==> src/rtl/plru_pkg.sv <==
package plru_pkg;

  // Castout buffer sequencing
  typedef enum logic [1:0] {
    CB_IDLE      = 2'd0,  // buffer empty
    CB_WAIT_CAP  = 2'd1,  // dirty victim chosen, line not yet handed over
    CB_WAIT_LOAD = 2'd2,  // line held, refill still in flight
    CB_DRAIN     = 2'd3   // burst write in progress
  } cb_state_e;

endpackage

==> src/rtl/rst_sync.sv <==
module rst_sync (
  input  logic clk,
  input  logic arst_n,
  output logic srst_n
);

  logic [1:0] sync_q;

  always_ff @(posedge clk or negedge arst_n) begin
    if (!arst_n) begin
      sync_q <= 2'b00;
    end else begin
      sync_q <= {sync_q[0], 1'b1};
    end
  end

  assign srst_n = sync_q[1];

endmodule

==> src/rtl/plru_touch.sv <==
// Marks one way as most recently used: every node on its path is set to
// lead away from it.
module plru_touch #(
  parameter  int WAYS  = 8,
  localparam int LVL   = $clog2(WAYS),
  localparam int NODES = WAYS - 1
) (
  input  logic [NODES-1:0] state_i,
  input  logic [LVL-1:0]   way_i,
  output logic [NODES-1:0] state_o
);

  always_comb begin
    int idx;
    state_o = state_i;
    for (int l = 0; l < LVL; l++) begin
      idx = ((1 << l) - 1) + (int'(way_i) >> (LVL - l));
      state_o[idx] = ~way_i[LVL-1-l];
    end
  end

endmodule

==> src/rtl/plru_walk.sv <==
// Follows the tree from the root to the least recently used leaf.
module plru_walk #(
  parameter  int WAYS  = 8,
  localparam int LVL   = $clog2(WAYS),
  localparam int NODES = WAYS - 1
) (
  input  logic [NODES-1:0] state_i,
  output logic [LVL-1:0]   way_o
);

  always_comb begin
    int   node;
    logic dir;
    node  = 0;
    way_o = '0;
    for (int l = 0; l < LVL; l++) begin
      dir = state_i[node];
      way_o[LVL-1-l] = dir;
      node = 2 * node + 1 + int'(dir);
    end
  end

endmodule

==> src/rtl/victim_sel.sv <==
// Empty ways take precedence (lowest index first); otherwise the tree pick.
module victim_sel #(
  parameter  int WAYS  = 8,
  localparam int LVL   = $clog2(WAYS)
) (
  input  logic [WAYS-1:0] vmask_i,
  input  logic [LVL-1:0]  tree_way_i,
  output logic [LVL-1:0]  way_o
);

  logic [LVL-1:0] empty_way;
  logic           set_full;

  always_comb begin
    empty_way = '0;
    for (int i = WAYS - 1; i >= 0; i--) begin
      if (!vmask_i[i]) empty_way = LVL'(i);
    end
  end

  assign set_full = &vmask_i;
  assign way_o    = set_full ? tree_way_i : empty_way;

endmodule

==> src/rtl/castout_buffer.sv <==
module castout_buffer
  import plru_pkg::*;
#(
  parameter  int BEAT_W = 64,
  parameter  int BEATS  = 4,
  parameter  int ADDR_W = 32,
  localparam int LINE_W = BEAT_W * BEATS,
  localparam int BCNT_W = $clog2(BEATS)
) (
  input  logic              clk,
  input  logic              rst_n,
  input  logic              start_i,
  input  logic              cap_valid_i,
  input  logic [ADDR_W-1:0] cap_addr_i,
  input  logic [LINE_W-1:0] cap_data_i,
  input  logic              load_done_i,
  input  logic              wb_ready_i,
  output logic              busy_o,
  output logic              wb_valid_o,
  output logic [ADDR_W-1:0] wb_addr_o,
  output logic [BEAT_W-1:0] wb_data_o,
  output logic              wb_last_o
);

  cb_state_e                     st_q, st_n;
  logic                          seen_q, seen_n;
  logic [BCNT_W-1:0]             beat_q, beat_n;
  logic [BEATS-1:0][BEAT_W-1:0]  line_q;
  logic [ADDR_W-1:0]             addr_q;
  logic                          cap_en;
  logic                          beat_last;

  assign beat_last = (beat_q == BCNT_W'(BEATS - 1));

  // next state
  always_comb begin
    st_n   = st_q;
    seen_n = seen_q;
    beat_n = beat_q;
    cap_en = 1'b0;
    case (st_q)
      CB_IDLE: begin
        if (start_i) begin
          st_n   = CB_WAIT_CAP;
          seen_n = 1'b0;
          beat_n = '0;
        end
      end
      CB_WAIT_CAP: begin
        if (load_done_i) seen_n = 1'b1;
        if (cap_valid_i) begin
          cap_en = 1'b1;
          st_n   = (seen_q || load_done_i) ? CB_DRAIN : CB_WAIT_LOAD;
        end
      end
      CB_WAIT_LOAD: begin
        if (load_done_i) st_n = CB_DRAIN;
      end
      CB_DRAIN: begin
        if (wb_ready_i) begin
          beat_n = beat_q + 1'b1;
          if (beat_last) st_n = CB_IDLE;
        end
      end
      default: st_n = CB_IDLE;
    endcase
  end

  // control registers
  always_ff @(posedge clk or negedge rst_n) begin
    if (!rst_n) begin
      st_q   <= CB_IDLE;
      seen_q <= 1'b0;
      beat_q <= '0;
    end else begin
      st_q   <= st_n;
      seen_q <= seen_n;
      beat_q <= beat_n;
    end
  end

  // line storage, enabled on capture only
  always_ff @(posedge clk) begin
    if (cap_en) begin
      line_q <= cap_data_i;
      addr_q <= cap_addr_i;
    end
  end

  assign busy_o     = (st_q != CB_IDLE);
  assign wb_valid_o = (st_q == CB_DRAIN);
  assign wb_addr_o  = addr_q;
  assign wb_data_o  = line_q[beat_q];
  assign wb_last_o  = wb_valid_o && beat_last;

endmodule

==> src/rtl/plru_castout_ctrl.sv <==
module plru_castout_ctrl
  import plru_pkg::*;
#(
  parameter  int WAYS   = 8,
  parameter  int SETS   = 16,
  parameter  int BEAT_W = 64,
  parameter  int BEATS  = 4,
  parameter  int ADDR_W = 32,
  localparam int WAY_W  = $clog2(WAYS),
  localparam int SET_W  = $clog2(SETS),
  localparam int LINE_W = BEAT_W * BEATS
) (
  input  logic              clk,
  input  logic              rst_n,
  input  logic              acc_valid,
  input  logic [SET_W-1:0]  acc_set,
  input  logic [WAY_W-1:0]  acc_way,
  input  logic              miss_valid,
  output logic              miss_ready,
  input  logic [SET_W-1:0]  miss_set,
  input  logic [WAYS-1:0]   miss_vmask,
  input  logic [WAYS-1:0]   miss_dmask,
  output logic              vic_valid,
  output logic [WAY_W-1:0]  vic_way,
  output logic              vic_dirty,
  input  logic              cap_valid,
  input  logic [ADDR_W-1:0] cap_addr,
  input  logic [LINE_W-1:0] cap_data,
  input  logic              refill_done,
  output logic              wb_valid,
  input  logic              wb_ready,
  output logic [ADDR_W-1:0] wb_addr,
  output logic [BEAT_W-1:0] wb_data,
  output logic              wb_last
);

  localparam int NODES = WAYS - 1;

  logic srst_n;

  rst_sync u_rst (
    .clk    (clk),
    .arst_n (rst_n),
    .srst_n (srst_n)
  );

  // ---------------------------------------------------------------
  // Tree state, one entry per set
  // ---------------------------------------------------------------
  logic [SETS-1:0][NODES-1:0] tree_q;
  logic [SETS-1:0][NODES-1:0] tree_d;
  logic [SETS-1:0]            tree_en;

  logic [NODES-1:0] acc_base, acc_next;
  logic [NODES-1:0] miss_base, miss_next;
  logic [WAY_W-1:0] tree_way, sel_way;
  logic             same_set, miss_fire, sel_dirty;
  logic             pend_q, pend_n;
  logic             buf_busy;
  logic             vic_valid_q;
  logic [WAY_W-1:0] vic_way_q;
  logic             vic_dirty_q;

  assign acc_base = tree_q[acc_set];

  plru_touch #(.WAYS(WAYS)) u_touch_acc (
    .state_i (acc_base),
    .way_i   (acc_way),
    .state_o (acc_next)
  );

  // a hit in the same cycle and set is folded in before the miss is judged
  assign same_set  = acc_valid && (acc_set == miss_set);
  assign miss_base = same_set ? acc_next : tree_q[miss_set];

  plru_walk #(.WAYS(WAYS)) u_walk (
    .state_i (miss_base),
    .way_o   (tree_way)
  );

  victim_sel #(.WAYS(WAYS)) u_vsel (
    .vmask_i    (miss_vmask),
    .tree_way_i (tree_way),
    .way_o      (sel_way)
  );

  plru_touch #(.WAYS(WAYS)) u_touch_miss (
    .state_i (miss_base),
    .way_i   (sel_way),
    .state_o (miss_next)
  );

  assign sel_dirty  = miss_dmask[sel_way] && miss_vmask[sel_way];
  assign miss_ready = !pend_q && !(sel_dirty && buf_busy);
  assign miss_fire  = miss_valid && miss_ready;

  for (genvar g = 0; g < SETS; g++) begin : g_set
    logic hit_acc, hit_miss;
    assign hit_acc    = acc_valid && (acc_set == SET_W'(g));
    assign hit_miss   = miss_fire && (miss_set == SET_W'(g));
    assign tree_en[g] = hit_acc || hit_miss;
    assign tree_d[g]  = hit_miss ? miss_next : acc_next;
  end

  always_ff @(posedge clk or negedge srst_n) begin
    if (!srst_n) begin
      tree_q <= '0;
    end else begin
      for (int s = 0; s < SETS; s++) begin
        if (tree_en[s]) tree_q[s] <= tree_d[s];
      end
    end
  end

  // ---------------------------------------------------------------
  // Outstanding miss and victim report
  // ---------------------------------------------------------------
  always_comb begin
    pend_n = pend_q;
    if (miss_fire)        pend_n = 1'b1;
    else if (refill_done) pend_n = 1'b0;
  end

  always_ff @(posedge clk or negedge srst_n) begin
    if (!srst_n) begin
      pend_q      <= 1'b0;
      vic_valid_q <= 1'b0;
      vic_way_q   <= '0;
      vic_dirty_q <= 1'b0;
    end else begin
      pend_q      <= pend_n;
      vic_valid_q <= miss_fire;
      if (miss_fire) begin
        vic_way_q   <= sel_way;
        vic_dirty_q <= sel_dirty;
      end
    end
  end

  assign vic_valid = vic_valid_q;
  assign vic_way   = vic_way_q;
  assign vic_dirty = vic_dirty_q;

  // ---------------------------------------------------------------
  // Castout buffer
  // ---------------------------------------------------------------
  castout_buffer #(
    .BEAT_W (BEAT_W),
    .BEATS  (BEATS),
    .ADDR_W (ADDR_W)
  ) u_cbuf (
    .clk         (clk),
    .rst_n       (srst_n),
    .start_i     (miss_fire && sel_dirty),
    .cap_valid_i (cap_valid),
    .cap_addr_i  (cap_addr),
    .cap_data_i  (cap_data),
    .load_done_i (refill_done && pend_q),
    .wb_ready_i  (wb_ready),
    .busy_o      (buf_busy),
    .wb_valid_o  (wb_valid),
    .wb_addr_o   (wb_addr),
    .wb_data_o   (wb_data),
    .wb_last_o   (wb_last)
  );

endmodule

==> config.mk <==
export PLATFORM = sky130hd
export DESIGN_NAME = plru_castout_ctrl
export DESIGN_NICKNAME = d
export VERILOG_FILES = /design/src/rtl/plru_pkg.sv /design/src/rtl/rst_sync.sv /design/src/rtl/plru_touch.sv /design/src/rtl/plru_walk.sv /design/src/rtl/victim_sel.sv /design/src/rtl/castout_buffer.sv /design/src/rtl/plru_castout_ctrl.sv
export SDC_FILE = /design/constraint.sdc
export NUM_CORES = 1
export LEC_CHECK = 0
export BUFFER_PORTS_ARGS = -buffer_cell sky130_fd_sc_hd__buf_4
export CAP_MARGIN = 0
export CORE_MARGIN = 2
export CORE_UTILIZATION = 51
export CTS_BUF_LIST = sky130_fd_sc_hd__clkbuf_8
export DETAILED_ROUTE_END_ITERATION = 10
export PLACE_DENSITY = 0.83
export SYNTH_ARGS = -nofsm -noshare
export SYNTH_HDL_FRONTEND = slang
export SYNTH_HIERARCHICAL = 1
export SYNTH_SLANG_ARGS = --single-unit
==> constraint.sdc <==
create_clock -name clk -period 14.55 [get_ports clk]
set_input_delay 4.365 -clock clk [delete_from_list [all_inputs] [get_ports clk]]
set_output_delay 4.365 -clock clk [all_outputs]
set_load 0.02 [all_outputs]
After elaboration in Yosys (flattened, before gate mapping)
Index checks and enable logic that the tools add are counted.
{"block": "classes", "muxes": 71, "n_eq_ne": 41, "n_bitwise": 6, "n_reduce_logical": 74, "n_addsub": 8, "magnitude_cmp": 14}
{"cell": "$mux 7", "count": 19}
{"cell": "$bmux 64 s2", "count": 1}
{"cell": "$lt 32x5->1 const B", "count": 4}
{"cell": "$eq 4x4->1 const B", "count": 16}
{"cell": "$ge 32x1->1 const B", "count": 2}
{"cell": "$mux 64", "count": 1}
{"cell": "$bmux 7 s4", "count": 2}
{"cell": "$logic_and 1x1->1", "count": 44}
{"cell": "$add 32x2->32", "count": 1}
{"cell": "$add 32x2->32 const B", "count": 1}
{"cell": "$eq 4x3->1 const B", "count": 8}
{"cell": "$bwmux 7", "count": 4}
{"cell": "$mux 3", "count": 9}
{"cell": "$logic_or 1x1->1", "count": 17}
{"cell": "$mux 1", "count": 17}
{"cell": "$eq 4x2->1 const B", "count": 4}
{"cell": "$mux 2", "count": 7}
{"cell": "$bmux 1 s3", "count": 4}
{"cell": "$demux 1 s3", "count": 4}
{"cell": "$lt 3x4->1 const B", "count": 3}
{"cell": "$lt 4x5->1 const B", "count": 2}
{"cell": "$eq 4x1->1 const B", "count": 2}
{"cell": "$logic_not 4->1", "count": 2}
{"cell": "$pmux 2 s4", "count": 1}
{"cell": "19 further kinds", "count": 39}
{"block": "word_totals", "ff_bits": 413}

Depth between registers and ports, before layout
{"block": "logic_depth", "depth_word": 27, "ltp_mapped": 25}

Cells and area by module
Netlist, hierarchy kept.
{"module": "castout_buffer", "cells_per_inst": 406, "area_each_um2": 10597.7, "n_inst": 1, "seq_area_each_um2": 8773.4}
{"module": "plru_castout_ctrl", "cells_per_inst": 575, "area_each_um2": 8126.5, "n_inst": 1, "seq_area_each_um2": 2952.8}
{"module": "plru_touch at u_touch_miss", "cells_per_inst": 23, "area_each_um2": 190.2, "n_inst": 1, "seq_area_each_um2": 0.0}
{"module": "plru_touch at u_touch_acc", "cells_per_inst": 22, "area_each_um2": 155.1, "n_inst": 1, "seq_area_each_um2": 0.0}
{"module": "plru_walk", "cells_per_inst": 15, "area_each_um2": 113.9, "n_inst": 1, "seq_area_each_um2": 0.0}
{"module": "victim_sel", "cells_per_inst": 15, "area_each_um2": 83.8, "n_inst": 1, "seq_area_each_um2": 0.0}
{"module": "rst_sync", "cells_per_inst": 3, "area_each_um2": 53.8, "n_inst": 1, "seq_area_each_um2": 50.0}

Worst setup path after synthesis
No wires, ideal clock.
{"block": "synth_timing", "path_type": "input -> output", "startpoint": "input port acc_set[0]", "endpoint": "output port miss_ready", "t_arrival_ns": 9.125, "cell_stages": 20, "required_time_ns": 10.185, "n_path_buf": 5, "path_slack_ns": 1.060, "path_cell_list": "buf_2 buf_2 mux4_2 mux4_2 nand2_1 o21ai_0 clkbuf_1 nand2_1 o21ai_0 mux2i_1 ha_1 mux2_2 a32o_1 o22a_1 a22o_1 mux4_1 o22ai_1 buf_6 buf_12 nor2_1"}
{"block": "synth_between", "elab_chain_cells": 19, "elab_cells_between_ends": 25}
{"item": "start: declaration", "line": "plru_castout_ctrl.sv:16", "rtl": "input logic [SET_W-1:0] acc_set,"}
{"item": "$bmux 7 s4 (*)", "line": "plru_castout_ctrl.sv:64", "rtl": "assign acc_base = tree_q[acc_set];"}
{"item": "$mux 7 (not written as such) (*)", "line": "plru_castout_ctrl.sv:64"}
{"item": "via acc_base[1]", "line": "plru_castout_ctrl.sv:54", "rtl": "logic [NODES-1:0] acc_base, acc_next;"}
{"item": "$bwmux 7 (*) (2 in series)", "line": "plru_touch.sv:18", "rtl": "state_o[idx] = ~way_i[LVL-1-l];"}
{"item": "via acc_next[1]", "line": "plru_castout_ctrl.sv:54"}
{"item": "$mux 7 (*)", "line": "plru_castout_ctrl.sv:74", "rtl": "assign miss_base = same_set ? acc_next : tree_q[miss_set];"}
{"item": "via miss_base[1]", "line": "plru_castout_ctrl.sv:55", "rtl": "logic [NODES-1:0] miss_base, miss_next;"}
{"item": "$bmux 1 s3", "line": "plru_walk.sv:17", "rtl": "dir = state_i[node];"}
{"item": "[... 6 more ...]"}
{"item": "via tree_way[0]", "line": "plru_castout_ctrl.sv:56", "rtl": "logic [WAY_W-1:0] tree_way, sel_way;"}
{"item": "$mux 3 (*)", "line": "victim_sel.sv:22", "rtl": "assign way_o = set_full ? tree_way_i : empty_way;"}
{"item": "via sel_way[0]", "line": "plru_castout_ctrl.sv:56"}
{"item": "$bmux 1 s3", "line": "plru_castout_ctrl.sv:93", "rtl": "assign sel_dirty = miss_dmask[sel_way] && miss_vmask[sel_way];"}
{"item": "$mux 1 (not written as such)", "line": "plru_castout_ctrl.sv:93"}
{"item": "$logic_and 1x1->1 (*)", "line": "plru_castout_ctrl.sv:93"}
{"item": "$logic_and 1x1->1 (*)", "line": "plru_castout_ctrl.sv:94", "rtl": "assign miss_ready = !pend_q && !(sel_dirty && buf_busy);"}
{"item": "$logic_not 1->1 (*)", "line": "plru_castout_ctrl.sv:94"}
{"item": "$logic_and 1x1->1 (*)", "line": "plru_castout_ctrl.sv:94"}
{"item": "end: declaration", "line": "plru_castout_ctrl.sv:19", "rtl": "output logic miss_ready,"}
Mark *: on every way through the listed nets, which the timed path passes. The rest lies on a longest branch. The select of a mux whose other input is x is not followed.

Final worst setup path
Same ends and word-level chain as after synthesis.

==> results.sh <==
export IMPL_cts_resized=0
export IMPL_via_per_inst=5.77
export IMPL_antenna_found_initial=2
export IMPL_grt_max_degree=84
export IMPL_p_leak_nw=9.49
export IMPL_cts_tree="built"
export IMPL_avgSynthCellArea_um2=18.2
export IMPL_routabilityCongestion=0.891
export IMPL_cts_sinks=413
export IMPL_syn_to_final_growth_pct=25.6
export IMPL_antenna_left=0
export IMPL_vias=11957
export IMPL_cp_num_buf_inv=2
export IMPL_crit_path_top_delay_cell="mux4_2"
export IMPL_dieArea_mm2=0.0392
export IMPL_path_cells="buf_4, mux4_2, mux4_2, nor2_1, o21ai_1, nand2_1, o21ai_0, mux2i_1, ha_1, mux2_2, a32o_1, o22a_1, a22o_1, mux4_1, o22ai_4, nor2_1, buf_4"
export IMPL_finalPower_mw=4.37
export IMPL_dp_hpwl_um=43100
export IMPL_cts_clk_slew_worst_paths_ns=0.06
export IMPL_htreeDepth=3
export IMPL_clk_path_buf_depth=3
export IMPL_postCtsSetupRepairBufs=0
export IMPL_setup_viol=0
export IMPL_clk_latency_ns=0.63
export IMPL_worstSetupEndpointType="output pin"
export IMPL_pwr_share_clk=0.227
export IMPL_first_global_vias=12351
export IMPL_p_comb_frac=0.353
export IMPL_p_int_mw=2.91
export IMPL_worstHoldPathType="reg2reg"
export IMPL_drv_cap=0
export IMPL_syn_nets=1392
export IMPL_tightest_slew_ns=1.25
export IMPL_fp_dieW_um=198
export IMPL_grt_pass1_wl_um=83900
export IMPL_wire_per_inst_um=28.5
export IMPL_cp_required_ns=10.18
export IMPL_cts_hold_repair_buffers=0
export IMPL_fmax_mhz=71.4
export IMPL_nFillCells=2604
export IMPL_finalMaxSlewViolations=0
export IMPL_p_per_area_mw_per_mm2=181
export IMPL_peakVddDrop_v=0.000137
export IMPL_initial_core_util=0.514
export IMPL_yosysWarnings=6
export IMPL_cp_arrival_ns=9.63
export IMPL_crit_fanout=34
export IMPL_start_kind="input port"
export IMPL_post_route_period_util=0.962
export IMPL_post_route_min_period_ns=14.00
export IMPL_sw_frac_of_total=0.334
export IMPL_grtUsageTotal=0.302
export IMPL_drtPass1Iterations=5
export IMPL_syn_inst=1054
export IMPL_clockRootBuffer="clkbuf_8"
export IMPL_route_detailed_drc=0
export IMPL_fin_tns_setup_ns=0
export IMPL_core_mm2=0.0374
export IMPL_ioPinCount=426
export IMPL_max_slew_margin=0.166
export IMPL_dr_first_iter_drc_count=830
export IMPL_switchingPower_mw=1.46
export IMPL_finalHoldViolCount=0
export IMPL_portBuffers=425
export IMPL_drive_gt1_frac=0.588
export IMPL_final_nets=1844
export IMPL_seq_power_share=0.419
export IMPL_crit_family="multiplexers"
export IMPL_drt_wl_total_um=59000
export IMPL_status="finished, final reports clean"
export IMPL_crit_type="in2out"
export IMPL_num_rows=71
export IMPL_finClkSkew_ns=0.0250
export IMPL_synth_area_mm2=0.0192
export IMPL_die_h_um=198
export IMPL_cts_inserted_buffers=72
export IMPL_slowest_delay_ns=0.57
export IMPL_overflow=0
export IMPL_grt_setup_unrepaired="no"
==> metal layers <==
metal	track usage	routed length (um)
met1	0.330	20000
met2	0.532	30500
met3	0.0864	5120
met4	0.162	3390
met5	0	0
==> power by group through the flow <==
| stage | clock, mW | sequential, mW | combinational (mW) |
|---|---|---|---|
| after floorplan | 0 | 1.82 | 1.05 |
| after global routing | 1.06 | 1.87 | 1.62 |
| after detailed placement | 0 | 1.85 | 1.54 |
| final | 0.994 | 1.83 | 1.54 |
| after global placement | 0 | 1.83 | 1.50 |
| after CTS | 1.01 | 1.83 | 1.54 |
==> cell type report <==
cell class,count,area (um2),area share
flip-flops and latches,413,11800,0.489
multi-input cells,552,6970,0.289
repair buffers,441,3310,0.137
clock buffers,77,1060,0.0439
well taps,511,639,0.0265
clock inverters,51,258,0.0107
inverters,26,97.6,0.00404
diodes,2,5.00,0.000207
==> state kept, by name, summed over array words and instances (netlist names) <==
name	cells
u_rst/sync_q	2
u_cbuf/wb_addr_o	32
u_cbuf/st_q	2
vic_way	3
vic_valid	1
tree_q	112
vic_dirty	1
pend_q	1
u_cbuf/beat_q	2
u_cbuf/seen_q	1
u_cbuf/line_q	256
==> final timing paths <==
path / startpoint / slack [ns] / endpoint / cells past startpoint
setup / recovery: acc_set[0] / 0.55 / miss_ready / 17
hold / removal: u_rst/sync_q[0]$_DFF_PN0_ / 0.35 / u_rst/sync_q[1]$_DFF_PN0_ / 0
setup reg to reg: tree_q[51]$_DFFE_PN0P_ / 7.89 / u_cbuf/st_q[0]$_DFFE_PN0P_ / 21
hold reg to reg: u_rst/sync_q[0]$_DFF_PN0_ / 0.35 / u_rst/sync_q[1]$_DFF_PN0_ / 0
max in group asynchronous: rst_n / 10.94 / u_rst/sync_q[1]$_DFF_PN0_ / 1
min in group asynchronous: u_rst/sync_q[1]$_DFF_PN0_ / 0.42 / tree_q[68]$_DFFE_PN0P_ / 0
==> per-stage QoR <==
stage,instances,worst slack (ns),hold WS [ns],cell area (um2),util
floorplan,1054,1.11,0.331,19200,-
global placement,1943,0.896,0.335,22800,0.610
detailed placement,1943,0.650,0.340,22800,0.610
CTS,2071,0.611,0.354,24100,0.645
global route,2073,0.283,0.356,24100,0.645
finish,2073,0.553,0.350,24100,0.645
==> cells in the final DEF (no fill, tap or decap), drive strengths merged, types with 8 or more instances in the layout <==
master and count:
edfxtp 288, nor2 18, o21ai 20, clkinv 22, ha 16, buf 441
mux2 237, nand2b 9, mux2i 21, nand2 36, nor3 12, clkbuf 77
mux4 124, inv 51, dfrtp 125, nand3 8
Note: power is estimated with default switching activity, not from simulation.
